<file path="config.mk">
export PLATFORM = sky130hd
export DESIGN_NAME = mmc_cmd_engine
export DESIGN_NICKNAME = d
export VERILOG_FILES = /design/src/rtl/mmc_cmd_pkg.sv /design/src/rtl/mmc_crc7_calc.sv /design/src/rtl/mmc_cmd_tx.sv /design/src/rtl/mmc_rsp_rx.sv /design/src/rtl/mmc_cmd_engine.sv
export SDC_FILE = /design/constraint.sdc
export NUM_CORES = 1
export LEC_CHECK = 0
export CAP_MARGIN = 20
export CORE_MARGIN = 2
export CORE_UTILIZATION = 30
export CTS_CLUSTER_SIZE = 30
export DETAILED_ROUTE_END_ITERATION = 6
export PLACE_DENSITY_LB_ADDON = 0.05
export SLEW_MARGIN = 20
export SYNTH_ARGS = -nofsm -noshare
export SYNTH_HDL_FRONTEND = slang
export SYNTH_SLANG_ARGS = --single-unit
</file>
<file path="constraint.sdc">
create_clock -name clk -period 9.4 [get_ports clk]
set_input_delay 1.88 -clock clk [delete_from_list [all_inputs] [get_ports clk]]
set_output_delay 1.88 -clock clk [all_outputs]
set_load 0.01 [all_outputs]
</file>
<file path="src/rtl/mmc_cmd_pkg.sv">
package mmc_cmd_pkg;

  // Control sequencer of the engine
  typedef enum logic [1:0] {
    ENG_IDLE,
    ENG_SEND,
    ENG_DRAIN,
    ENG_RESP
  } eng_state_t;

  // Reply receiver phase
  typedef enum logic [1:0] {
    RX_OFF,
    RX_HUNT,
    RX_SHIFT
  } rx_phase_t;

  localparam int CRC_W   = 7;
  localparam logic [CRC_W-1:0] CRC_POLY = 7'h09;  // x^7 + x^3 + 1, x^7 implicit

endpackage

</file>
<file path="src/rtl/mmc_crc7_calc.sv">
module mmc_crc7_calc
  import mmc_cmd_pkg::*;
#(
  parameter int N = 40
) (
  input  logic [N-1:0]     msg,
  output logic [CRC_W-1:0] crc
);

  logic [CRC_W-1:0] acc;
  logic             fb;

  // Bit-serial division unrolled over the message, MSB first
  always_comb begin
    acc = '0;
    fb  = 1'b0;
    for (int i = N - 1; i >= 0; i--) begin
      fb  = msg[i] ^ acc[CRC_W-1];
      acc = {acc[CRC_W-2:0], 1'b0} ^ (fb ? CRC_POLY : '0);
    end
  end

  assign crc = acc;

endmodule

</file>
<file path="src/rtl/mmc_cmd_tx.sv">
module mmc_cmd_tx #(
  parameter int FRAME_W = 48
) (
  input  logic               clk,
  input  logic               rstn,
  input  logic               load,
  input  logic [FRAME_W-1:0] frame,
  input  logic               od_sel,
  input  logic               tick,
  output logic               line_o,
  output logic               line_oe,
  output logic               last_bit
);

  localparam int CNT_W = $clog2(FRAME_W + 1);
  localparam logic [CNT_W-1:0] LAST = CNT_W'(FRAME_W - 1);

  logic [FRAME_W-1:0] sr_q, sr_d;
  logic [CNT_W-1:0]   cnt_q, cnt_d;
  logic               run_q, run_d;
  logic               od_q, od_d;
  logic               out_q, out_d;
  logic               oe_q, oe_d;

  always_comb begin
    sr_d  = sr_q;
    cnt_d = cnt_q;
    run_d = run_q;
    od_d  = od_q;
    out_d = out_q;
    oe_d  = oe_q;
    if (load) begin
      sr_d  = frame;
      cnt_d = '0;
      run_d = 1'b1;
      od_d  = od_sel;
    end else if (tick) begin
      if (run_q) begin
        out_d = sr_q[FRAME_W-1];
        oe_d  = od_q ? ~sr_q[FRAME_W-1] : 1'b1;
        sr_d  = {sr_q[FRAME_W-2:0], 1'b0};
        cnt_d = cnt_q + 1'b1;
        if (cnt_q == LAST) begin
          run_d = 1'b0;
        end
      end else begin
        out_d = 1'b1;
        oe_d  = 1'b0;
      end
    end
  end

  always_ff @(posedge clk or negedge rstn) begin
    if (!rstn) begin
      sr_q  <= '0;
      cnt_q <= '0;
      run_q <= 1'b0;
      od_q  <= 1'b0;
      out_q <= 1'b1;
      oe_q  <= 1'b0;
    end else begin
      sr_q  <= sr_d;
      cnt_q <= cnt_d;
      run_q <= run_d;
      od_q  <= od_d;
      out_q <= out_d;
      oe_q  <= oe_d;
    end
  end

  assign line_o   = out_q;
  assign line_oe  = oe_q;
  assign last_bit = run_q && tick && !load && (cnt_q == LAST);

  // open-drain never actively drives a one
  p_od_zero_r4: assert property (@(posedge clk) disable iff (!rstn)
    (od_q && oe_q) |-> !out_q);

  // idle strobes release the wire
  p_release_r4: assert property (@(posedge clk) disable iff (!rstn)
    (!run_q && tick && !load) |=> !oe_q);

  // a new frame is never loaded over one in flight
  p_no_reload_r5: assert property (@(posedge clk) disable iff (!rstn)
    load |-> !run_q);

endmodule

</file>
<file path="src/rtl/mmc_rsp_rx.sv">
module mmc_rsp_rx
  import mmc_cmd_pkg::*;
#(
  parameter int LONG_W     = 136,
  parameter int SHORT_W    = 48,
  parameter int WAIT_TICKS = 64
) (
  input  logic              clk,
  input  logic              rstn,
  input  logic              clr,
  input  logic              go,
  input  logic              long_sel,
  input  logic              tick,
  input  logic              line_i,
  output logic              fin,
  output logic              tmo,
  output logic              crc_bad,
  output logic [LONG_W-1:0] data
);

  localparam int WCNT_W = $clog2(WAIT_TICKS);
  localparam int BCNT_W = $clog2(LONG_W);
  localparam logic [WCNT_W-1:0] W_LAST = WCNT_W'(WAIT_TICKS - 1);
  localparam logic [BCNT_W-1:0] L_LAST = BCNT_W'(LONG_W - 1);
  localparam logic [BCNT_W-1:0] S_LAST = BCNT_W'(SHORT_W - 1);
  localparam int CHK_N = SHORT_W - CRC_W - 1;

  rx_phase_t         ph_q, ph_d;
  logic [WCNT_W-1:0] wcnt_q, wcnt_d;
  logic [BCNT_W-1:0] bcnt_q, bcnt_d;
  logic [LONG_W-1:0] sr_q, sr_d, sr_nxt;
  logic              long_q, long_d;
  logic              fin_q, fin_d;
  logic              tmo_q, tmo_d;
  logic              bad_q, bad_d;
  logic [CRC_W-1:0]  crc_calc;

  assign sr_nxt = {sr_q[LONG_W-2:0], line_i};

  mmc_crc7_calc #(.N(CHK_N)) u_chk (
    .msg (sr_nxt[SHORT_W-1:CRC_W+1]),
    .crc (crc_calc)
  );

  always_comb begin
    ph_d   = ph_q;
    wcnt_d = wcnt_q;
    bcnt_d = bcnt_q;
    sr_d   = sr_q;
    long_d = long_q;
    tmo_d  = tmo_q;
    bad_d  = bad_q;
    fin_d  = 1'b0;
    if (clr) begin
      ph_d   = RX_OFF;
      sr_d   = '0;
      long_d = long_sel;
      tmo_d  = 1'b0;
      bad_d  = 1'b0;
    end else if (go) begin
      ph_d   = RX_HUNT;
      wcnt_d = '0;
    end else if (tick) begin
      case (ph_q)
        RX_HUNT: begin
          if (!line_i) begin
            sr_d   = sr_nxt;
            bcnt_d = BCNT_W'(1);
            ph_d   = RX_SHIFT;
          end else if (wcnt_q == W_LAST) begin
            tmo_d = 1'b1;
            fin_d = 1'b1;
            ph_d  = RX_OFF;
          end else begin
            wcnt_d = wcnt_q + 1'b1;
          end
        end
        RX_SHIFT: begin
          sr_d   = sr_nxt;
          bcnt_d = bcnt_q + 1'b1;
          if (bcnt_q == (long_q ? L_LAST : S_LAST)) begin
            fin_d = 1'b1;
            ph_d  = RX_OFF;
            bad_d = !long_q && (crc_calc != sr_nxt[CRC_W:1]);
          end
        end
        default: ;
      endcase
    end
  end

  always_ff @(posedge clk or negedge rstn) begin
    if (!rstn) begin
      ph_q   <= RX_OFF;
      wcnt_q <= '0;
      bcnt_q <= '0;
      sr_q   <= '0;
      long_q <= 1'b0;
      fin_q  <= 1'b0;
      tmo_q  <= 1'b0;
      bad_q  <= 1'b0;
    end else begin
      ph_q   <= ph_d;
      wcnt_q <= wcnt_d;
      bcnt_q <= bcnt_d;
      sr_q   <= sr_d;
      long_q <= long_d;
      fin_q  <= fin_d;
      tmo_q  <= tmo_d;
      bad_q  <= bad_d;
    end
  end

  assign fin     = fin_q;
  assign tmo     = tmo_q;
  assign crc_bad = bad_q;
  assign data    = sr_q;

  // a timeout always ends the reply phase
  p_tmo_fin_r8: assert property (@(posedge clk) disable iff (!rstn)
    $rose(tmo_q) |-> fin_q);

  // long replies never report a CRC error
  p_long_nocrc_r9: assert property (@(posedge clk) disable iff (!rstn)
    (long_q && fin_q) |-> !bad_q);

endmodule

</file>
<file path="src/rtl/mmc_cmd_engine.sv">
module mmc_cmd_engine
  import mmc_cmd_pkg::*;
#(
  parameter int IDX_W      = 6,
  parameter int ARG_W      = 32,
  parameter int LONG_W     = 136,
  parameter int WAIT_TICKS = 64
) (
  input  logic              clk,
  input  logic              rst_n,
  input  logic              en_wr,
  input  logic              en_val,
  input  logic              cmd_wr,
  input  logic [IDX_W-1:0]  cmd_idx,
  input  logic [ARG_W-1:0]  cmd_arg,
  input  logic [1:0]        rsp_type,
  input  logic              open_drain,
  input  logic              clk_rise,
  input  logic              cmd_in,
  output logic              cmd_out,
  output logic              cmd_oe,
  output logic              busy,
  output logic              done,
  output logic              rsp_timeout,
  output logic              rsp_crc_err,
  output logic [LONG_W-1:0] rsp_data
);

  localparam int HDR_W   = 2 + IDX_W + ARG_W;
  localparam int FRAME_W = HDR_W + CRC_W + 1;

  // Reset: asynchronous assertion, synchronous release
  logic [1:0] rs_q;
  logic       rstn;

  always_ff @(posedge clk or negedge rst_n) begin
    if (!rst_n) begin
      rs_q <= '0;
    end else begin
      rs_q <= {rs_q[0], 1'b1};
    end
  end
  assign rstn = rs_q[1];

  eng_state_t st_q, st_d;
  logic       en_q, en_d;
  logic       exp_q, exp_d;
  logic       done_q, done_d;
  logic       accept;
  logic       tx_last, rx_fin, rx_go;

  logic [HDR_W-1:0]   hdr;
  logic [CRC_W-1:0]   hdr_crc;
  logic [FRAME_W-1:0] frame;

  assign accept = cmd_wr && en_q && (st_q == ENG_IDLE);
  assign hdr    = {2'b01, cmd_idx, cmd_arg};
  assign frame  = {hdr, hdr_crc, 1'b1};
  assign rx_go  = (st_q == ENG_SEND) && tx_last && exp_q;

  mmc_crc7_calc #(.N(HDR_W)) u_crc (
    .msg (hdr),
    .crc (hdr_crc)
  );

  mmc_cmd_tx #(.FRAME_W(FRAME_W)) u_tx (
    .clk      (clk),
    .rstn     (rstn),
    .load     (accept),
    .frame    (frame),
    .od_sel   (open_drain),
    .tick     (clk_rise),
    .line_o   (cmd_out),
    .line_oe  (cmd_oe),
    .last_bit (tx_last)
  );

  mmc_rsp_rx #(
    .LONG_W     (LONG_W),
    .SHORT_W    (FRAME_W),
    .WAIT_TICKS (WAIT_TICKS)
  ) u_rx (
    .clk      (clk),
    .rstn     (rstn),
    .clr      (accept),
    .go       (rx_go),
    .long_sel (rsp_type[1]),
    .tick     (clk_rise),
    .line_i   (cmd_in),
    .fin      (rx_fin),
    .tmo      (rsp_timeout),
    .crc_bad  (rsp_crc_err),
    .data     (rsp_data)
  );

  always_comb begin
    st_d   = st_q;
    done_d = 1'b0;
    en_d   = en_wr ? en_val : en_q;
    exp_d  = accept ? (rsp_type != 2'd0) : exp_q;
    case (st_q)
      ENG_IDLE:  if (accept) st_d = ENG_SEND;
      ENG_SEND:  if (tx_last) st_d = exp_q ? ENG_RESP : ENG_DRAIN;
      ENG_DRAIN: if (clk_rise) begin
                   st_d   = ENG_IDLE;
                   done_d = 1'b1;
                 end
      ENG_RESP:  if (rx_fin) begin
                   st_d   = ENG_IDLE;
                   done_d = 1'b1;
                 end
      default:   st_d = ENG_IDLE;
    endcase
  end

  always_ff @(posedge clk or negedge rstn) begin
    if (!rstn) begin
      st_q   <= ENG_IDLE;
      en_q   <= 1'b0;
      exp_q  <= 1'b0;
      done_q <= 1'b0;
    end else begin
      st_q   <= st_d;
      en_q   <= en_d;
      exp_q  <= exp_d;
      done_q <= done_d;
    end
  end

  assign busy = (st_q != ENG_IDLE);
  assign done = done_q;

  // while disabled an idle engine stays idle
  p_locked_r1: assert property (@(posedge clk) disable iff (!rstn)
    (!en_q && st_q == ENG_IDLE) |=> (st_q == ENG_IDLE));

  // completion is a single-cycle pulse
  p_done_pulse_r10: assert property (@(posedge clk) disable iff (!rstn)
    done |=> !done);

  // busy has dropped when completion is signalled
  p_busy_done_r5: assert property (@(posedge clk) disable iff (!rstn)
    done |-> !busy);

endmodule

</file>
==> flow_metrics.py, run 1 <==
metrics = {
    "run_status": {
        "outcome": "complete, no violations",
    },
    "timing": {
        "hold_slack_ns": 0.346,
        "fin_crit_ns": 4.55,
        "finalSetupViolCount": 0,
        "min_period_over_period_pct": 48.4,
        "worst_slew_pin_slew_ns": 1.09,
        "slew_violations": 0,
        "hold_viol": 0,
        "rsz0062_at_grt": "no",
        "relSlewSlack_pct": 27.3,
        "finClkSkew_ns": 0.00796,
        "finalSetupTns_ns": 0,
        "fmax_mhz": 220,
    },
    "layout": {
        "layout.area.seq_sq_um": 5540,
        "drive_above_1_share_pct": 4.86,
        "antenna_cells": 0,
        "syn_to_final_growth_pct": 29.0,
        "final_cells": 1819,
        "nets": 1393,
        "multi_input_area_sq_um": 5080,
        "fillCellCount": 3643,
    },
    "grt": {
        "first_global_vias": 8329,
        "track_usage_pct": 15.4,
        "gr-usage-met3_pct": 3.92,
        "grt_pass1_wl_um": 47600,
        "grt.busiest_layer": "met2",
        "antenna_found_initial": 0,
        "use_met2_pct": 24.6,
        "use_met1_pct": 21.3,
        "gr-total-overflow": 0,
        "grt_max_degree": 273,
    },
    "power_and_ir_drop": {
        "clkPwrFrac_pct": 44.8,
        "swShare_pct": 24.4,
        "internal-power_mw": 1.72,
        "p_leak_nw": 5.94,
        "pwr_density_cell_nw_per_um2": 162,
        "ir_drop_uv": 121,
        "p_total_mw": 2.27,
        "p_seq_share_pct": 42.3,
        "power_switching_mw": 0.554,
        "p_comb_share_pct": 12.9,
    },
    "floorplanning": {
        "io_pins": 190,
        "dieArea_sq_um": 37900,
        "rows": 69,
        "initial_core_util_pct": 30.6,
        "core_area_sq_um": 35700,
        "die_height_um": 195,
        "die_x_um": 195,
    },
    "setup_path": {
        "cp.arrival_ns": 4.92,
        "critPathMaxStageDelay_ns": 0.60,
        "worstSetupStartpoint": "clk_rise",
        "path_max_fanout": 272,
        "crit_path_end_kind": "flop",
        "crit_required_ns": 9.77,
        "path_cells": "clkdlybuf4s50_1, nand2_1, buf_4, nor4_1, nand3_1, o21ai_4, buf_12, o21ai_0",
        "worstSetupStartpointType": "primary input",
        "r2r_start": "st_q[0]",
        "criticalPathCategory": "primary input to flop",
        "slowest_stage": "clkdlybuf4s50_1",
        "r2r_setup_slack_ns": 6.12,
    },
    "detailed_routing": {
        "wl_per_cell_um": 15.9,
        "first_pass_iters": 5,
        "drc": 0,
        "dr_total_vias": 8304,
        "drt_iter0_drc": 400,
        "drt-total-wl_um": 28900,
        "ant_nets": 0,
        "via_per_inst": 4.57,
    },
    "clock_tree": {
        "postCtsResizedCells": 0,
        "clkSlewWorstSetupHoldPaths_ns": 0.06,
        "cts_tree": "yes",
        "cts_inserted_buffers": 28,
        "cts.sinks": 221,
        "root_buffer": "clkbuf_16",
        "htree_levels": 1,
        "post_cts_buffers": 0,
        "postCtsHoldBufs": 0,
        "clock_latency_ns": 0.54,
        "cts_buffer_depth": 3,
    },
    "logic_synthesis": {
        "async_reset_ff_share_pct": 100,
        "ys_types": 40,
        "synth-edff-count": 0,
        "synth_ff_type": "dfrtp_1",
        "synth_seq_cells": 221,
        "syn_avg_cell_area_sq_um": 9.20,
        "ys_warn_count": 0,
        "seq_area_frac_synth_pct": 50.8,
        "syn_inst": 1185,
        "synth.cell_area_sq_um": 10900,
        "syn_nets": 1238,
    },
    "worst_hold_path": {
        "hold_path.startpoint": "rs_q[0]",
        "holdCritPathClass": "flop to flop",
    },
    "placement": {
        "place_inst": 1771,
        "dp_hpwl_um": 18800,
        "io_buffers": 189,
        "place.gp.congestion": 0.714,
    },
    "job": {
        "maxCapViolations": 0,
    },
}
logic make-up (layout without fill, tap and decap cells):
group	count (synthesis)	count (layout)	share of synthesized area, %
and+or+nand+nor	519	519	18.8
adders and majority gates	5	5	0.574
other	1	1	0.0344
AOI/OAI and AO/OA	217	217	10.9
xor gates and xnor gates	136	136	15.5
DFF	221	221	50.8
buffers and inverters	81	254	2.89
muxes	5	5	0.482
stage by stage:
stage                     worst slack (ns)  area, sq um  util [%]
after global placement                4.40        13200      37.0
after CTS                             4.93        14100      39.4
final                                 4.85        14100      39.4
after floorplan                       2.79        10900         -
after detailed placement              4.34        13200      37.0
after global routing                  4.44        14100      39.4
critical path: cells and delay by family:
kind / cells / cell delay [ns]
AO/OA/AOI/OAI: 2 / 0.38
AND/OR/NAND/NOR: 3 / 0.89
buffers and inverters: 3 / 1.44
Yosys cell counts (all sizes together), types with 8 or more instances:
library cell	number	area, sq um
a31oi	48	300
buf	9	45.0
xor2	29	262
nand3	12	60.1
clkbuf	64	240
o21ai	149	746
inv	8	30.0
nor2	65	244
dfrtp	220	5510
xnor3	28	637
xnor2	76	718
nand2	405	1520
cells in the final DEF (no fill, tap or decap), drive strengths merged, types with 3 or more instances in the layout:
master         synthesis  layout
a21o                   4       4
a21oi                  6       6
a22o                   5       5
a31oi                 48      48
and2                   3       3
and3                   4       4
buf                    9       9
clkbuf                64      45
clkdlybuf4s50          0     189
clkinv                 0       3
dfrtp                220     220
ha                     5       5
inv                    8       8
mux2i                  3       3
nand2                405     405
nand3                 12      12
nand4                  6       6
nor2                  65      65
nor2b                  6       6
nor3                   5       5
nor4                   4       4
o21ai                149     149
or3                    3       3
xnor2                 76      76
xnor3                 28      28
xor2                  29      29
xor3                   3       3
power groups by stage:
stage	clock, mW	sequential (mW)	combinational, mW
5_1_grt	1.09	0.961	0.321
6_report	1.02	0.960	0.294
3_3_place_gp	0	0.978	0.301
3_5_place_dp	0	0.978	0.302
2_1_floorplan	0	0.985	0.217
4_1_cts	1.06	0.961	0.302
final timing paths:
path,to,depth (start not counted)
worst min-delay path,rs_q[1],0
worst max register to register,u_rx.data[92],8
worst min register to register,rs_q[1],0
worst max-delay path,u_rx.data[92],8
min in group asynchronous,u_tx.sr_q[12],0
max in group asynchronous,u_rx.data[37],1
layer usage:
| layer | routed length [um] | part of all wire (%) | vias up |
|---|---|---|---|
| met5 | 0 | 0 | - |
| met3 | 1690 | 5.9 | 30 |
| li1 | - | - | 4197 |
| met1 | 13800 | 48 | 3936 |
| met2 | 12900 | 45 | 141 |
| met4 | 430 | 1.5 | 0 |
cell type report:
cell class	count	share of cell area (%)
clock buffers	45	6.02
clock inverters	3	0.107
inverters	8	0.214
multi-input cells	883	36.1
flip-flops and latches	221	39.4
well taps	461	4.10
repair buffers	198	14.1
state kept, by name, indices dropped and copies added, names as in the netlist, 2 cells and up:
name and flops:
u_rx.ph_q 2, u_tx.sr_q 48, u_rx.wcnt_q 6, u_rx.data 136
u_tx.cnt_q 6, st_q 2, u_rx.bcnt_q 8, rs_q 2
Note: power is estimated with default switching activity, not from simulation.
==> run 2, diff against run 1 <==
==> constraint.sdc (replaced) <==
create_clock -name clk -period 3.9 [get_ports clk]
set_input_delay 0.78 -clock clk [delete_from_list [all_inputs] [get_ports clk]]
set_output_delay 0.78 -clock clk [all_outputs]
set_load 0.01 [all_outputs]
==> flow_metrics.py, run 2 (same netlist as run 1, synthesis figures left out) <==
metrics = {
    "setup_path": {
        "path_max_fanout": 3,
        "crit_required_ns": 4.34,
        "cp.arrival_ns": 3.58,
        "criticalPathCategory": "primary input to flop",
        "crit_path_end_kind": "flop",
        "r2r-end": "u_rx.crc_bad",
        "r2r_cells": 8,
        "worstSetupStartpointType": "primary input",
        "r2r_setup_slack_ns": 0.83,
        "r2r_start": "u_rx.data[46]",
    },
    "grt": {
        "gr-usage-met3_pct": 3.49,
        "gr-total-overflow": 0,
        "grt_pass1_wl_um": 47400,
        "track_usage_pct": 15.3,
        "first_global_vias": 8376,
        "antenna_found_initial": 0,
        "use_met2_pct": 23.9,
        "grt_max_degree": 118,
        "grt.busiest_layer": "met2",
        "use_met1_pct": 21.8,
    },
    "detailed_routing": {
        "drt_iter0_drc": 449,
        "first_pass_iters": 5,
        "dr_total_vias": 8344,
        "ant_nets": 0,
        "drt-total-wl_um": 28800,
        "wl_per_cell_um": 15.7,
        "via_per_inst": 4.56,
        "drc": 0,
    },
    "layout": {
        "largest_reg_flops": 136,
        "final_cells": 1828,
        "fillCellCount": 3571,
        "layout_common_cells": "405 x nand2_1, 219 x dfrtp_1, 189 x clkdlybuf4s50_1",
        "drive_above_1_share_pct": 5.71,
        "syn_to_final_growth_pct": 30.7,
        "postLayoutCoreUtil_pct": 39.9,
        "nets": 1400,
        "final_common_cell": "nand2_1",
        "stdcell_area_sq_um": 14200,
        "antenna_cells": 0,
    },
    "power_and_ir_drop": {
        "p_total_mw": 5.50,
        "pwr_density_cell_nw_per_um2": 386,
        "p_leak_nw": 6.04,
        "ir_drop_uv": 280,
    },
    "floorplanning": {
        "core_area_sq_um": 35700,
        "die_height_um": 195,
        "die_x_um": 195,
        "io_pins": 190,
        "rows": 69,
        "initial_core_util_pct": 30.6,
        "dieArea_sq_um": 37900,
    },
    "clock_tree": {
        "root_buffer": "clkbuf_16",
        "cts.sinks": 221,
        "post_cts_buffers": 0,
        "cts_buffer_depth": 3,
        "postCtsResizedCells": 0,
        "htree_levels": 1,
        "cts_inserted_buffers": 26,
        "clock_latency_ns": 0.53,
        "clkSlewWorstSetupHoldPaths_ns": 0.06,
        "cts_tree": "yes",
        "postCtsHoldBufs": 0,
    },
    "placement": {
        "preCtsSetupSlack_ns": 0.175,
        "place.gp.congestion": 0.735,
        "dpl-instance-area_sq_um": 13400,
        "dp_hpwl_um": 19300,
        "place_inst": 1780,
        "io_buffers": 189,
    },
    "timing": {
        "relSlewSlack_pct": 35.3,
        "hold_slack_ns": 0.349,
        "finalSetupTns_ns": 0,
        "fin_crit_ns": 3.14,
        "finalSetupViolCount": 0,
        "fmax_mhz": 318,
        "hold_viol": 0,
        "setup_slack_ns": 0.756,
        "finClkSkew_ns": 0.0116,
        "worst_slew_pin_slew_ns": 0.971,
        "slew_violations": 0,
        "min_period_over_period_pct": 80.6,
        "rsz0062_at_grt": "no",
    },
    "worst_hold_path": {
        "worstHoldEndpoint": "rs_q[1]",
        "holdCritPathClass": "flop to flop",
        "hold_depth": 0,
        "hold_path.startpoint": "rs_q[0]",
    },
    "job": {
        "maxCapViolations": 0,
    },
    "run_status": {
        "outcome": "complete, no violations",
    },
}
## run 2: cell types whose count changed in the layout (fill, tap and decap cells not counted)
cell       delta
clkbuf_8      +1
bufinv_16     +2
clkbuf_16     -2
clkbuf_1      -3
buf_6         -1
buf_4         +2
buf_12        +8
clkinv_2      +2
## run 2: worst max path at each step
stage	startpoint	endpoint	slack, ns	depth (start not counted)
after detailed placement	cmd_idx[4]	u_tx.sr_q[2]	0.18	9
after global placement	cmd_idx[0]	u_tx.sr_q[2]	0.27	9
after floorplan	rs_q[1]	done	0.27	0
final	cmd_idx[4]	u_tx.sr_q[2]	0.76	9
after global routing	cmd_idx[4]	u_tx.sr_q[2]	0.52	9
after CTS	cmd_idx[4]	u_tx.sr_q[2]	0.75	9
## run 2: where the power goes
group	switching, mW	internal, mW
logic	0.306	0.385
clock network	0.962	1.53
registers	0.0180	2.30
## run 2: metal layers
metal,routed length (um),vias up
met5,0,-
met4,537,0
met3,1560,38
met2,12800,157
met1,13800,3930
li1,-,4219
## run 2: layout make-up
| class | count | area [sq um] | area share (%) |
|---|---|---|---|
| repair buffers | 207 | 2140 | 15.0 |
| inverters | 8 | 30.0 | 0.211 |
| flip-flops and latches | 221 | 5540 | 38.9 |
| clock inverters | 7 | 85.1 | 0.597 |
| well taps | 461 | 577 | 4.05 |
| multi-input cells | 883 | 5080 | 35.6 |
| clock buffers | 41 | 798 | 5.61 |
## run 2: worst max-delay path: stages
cell	delay (ns)
clkdlybuf4s50_1	0.52
xnor3_1	0.47
xnor2_1	0.27
xnor3_1	0.50
xnor3_1	0.40
xnor2_1	0.26
xor2_1	0.18
nor2_1	0.05
a31oi_1	0.14
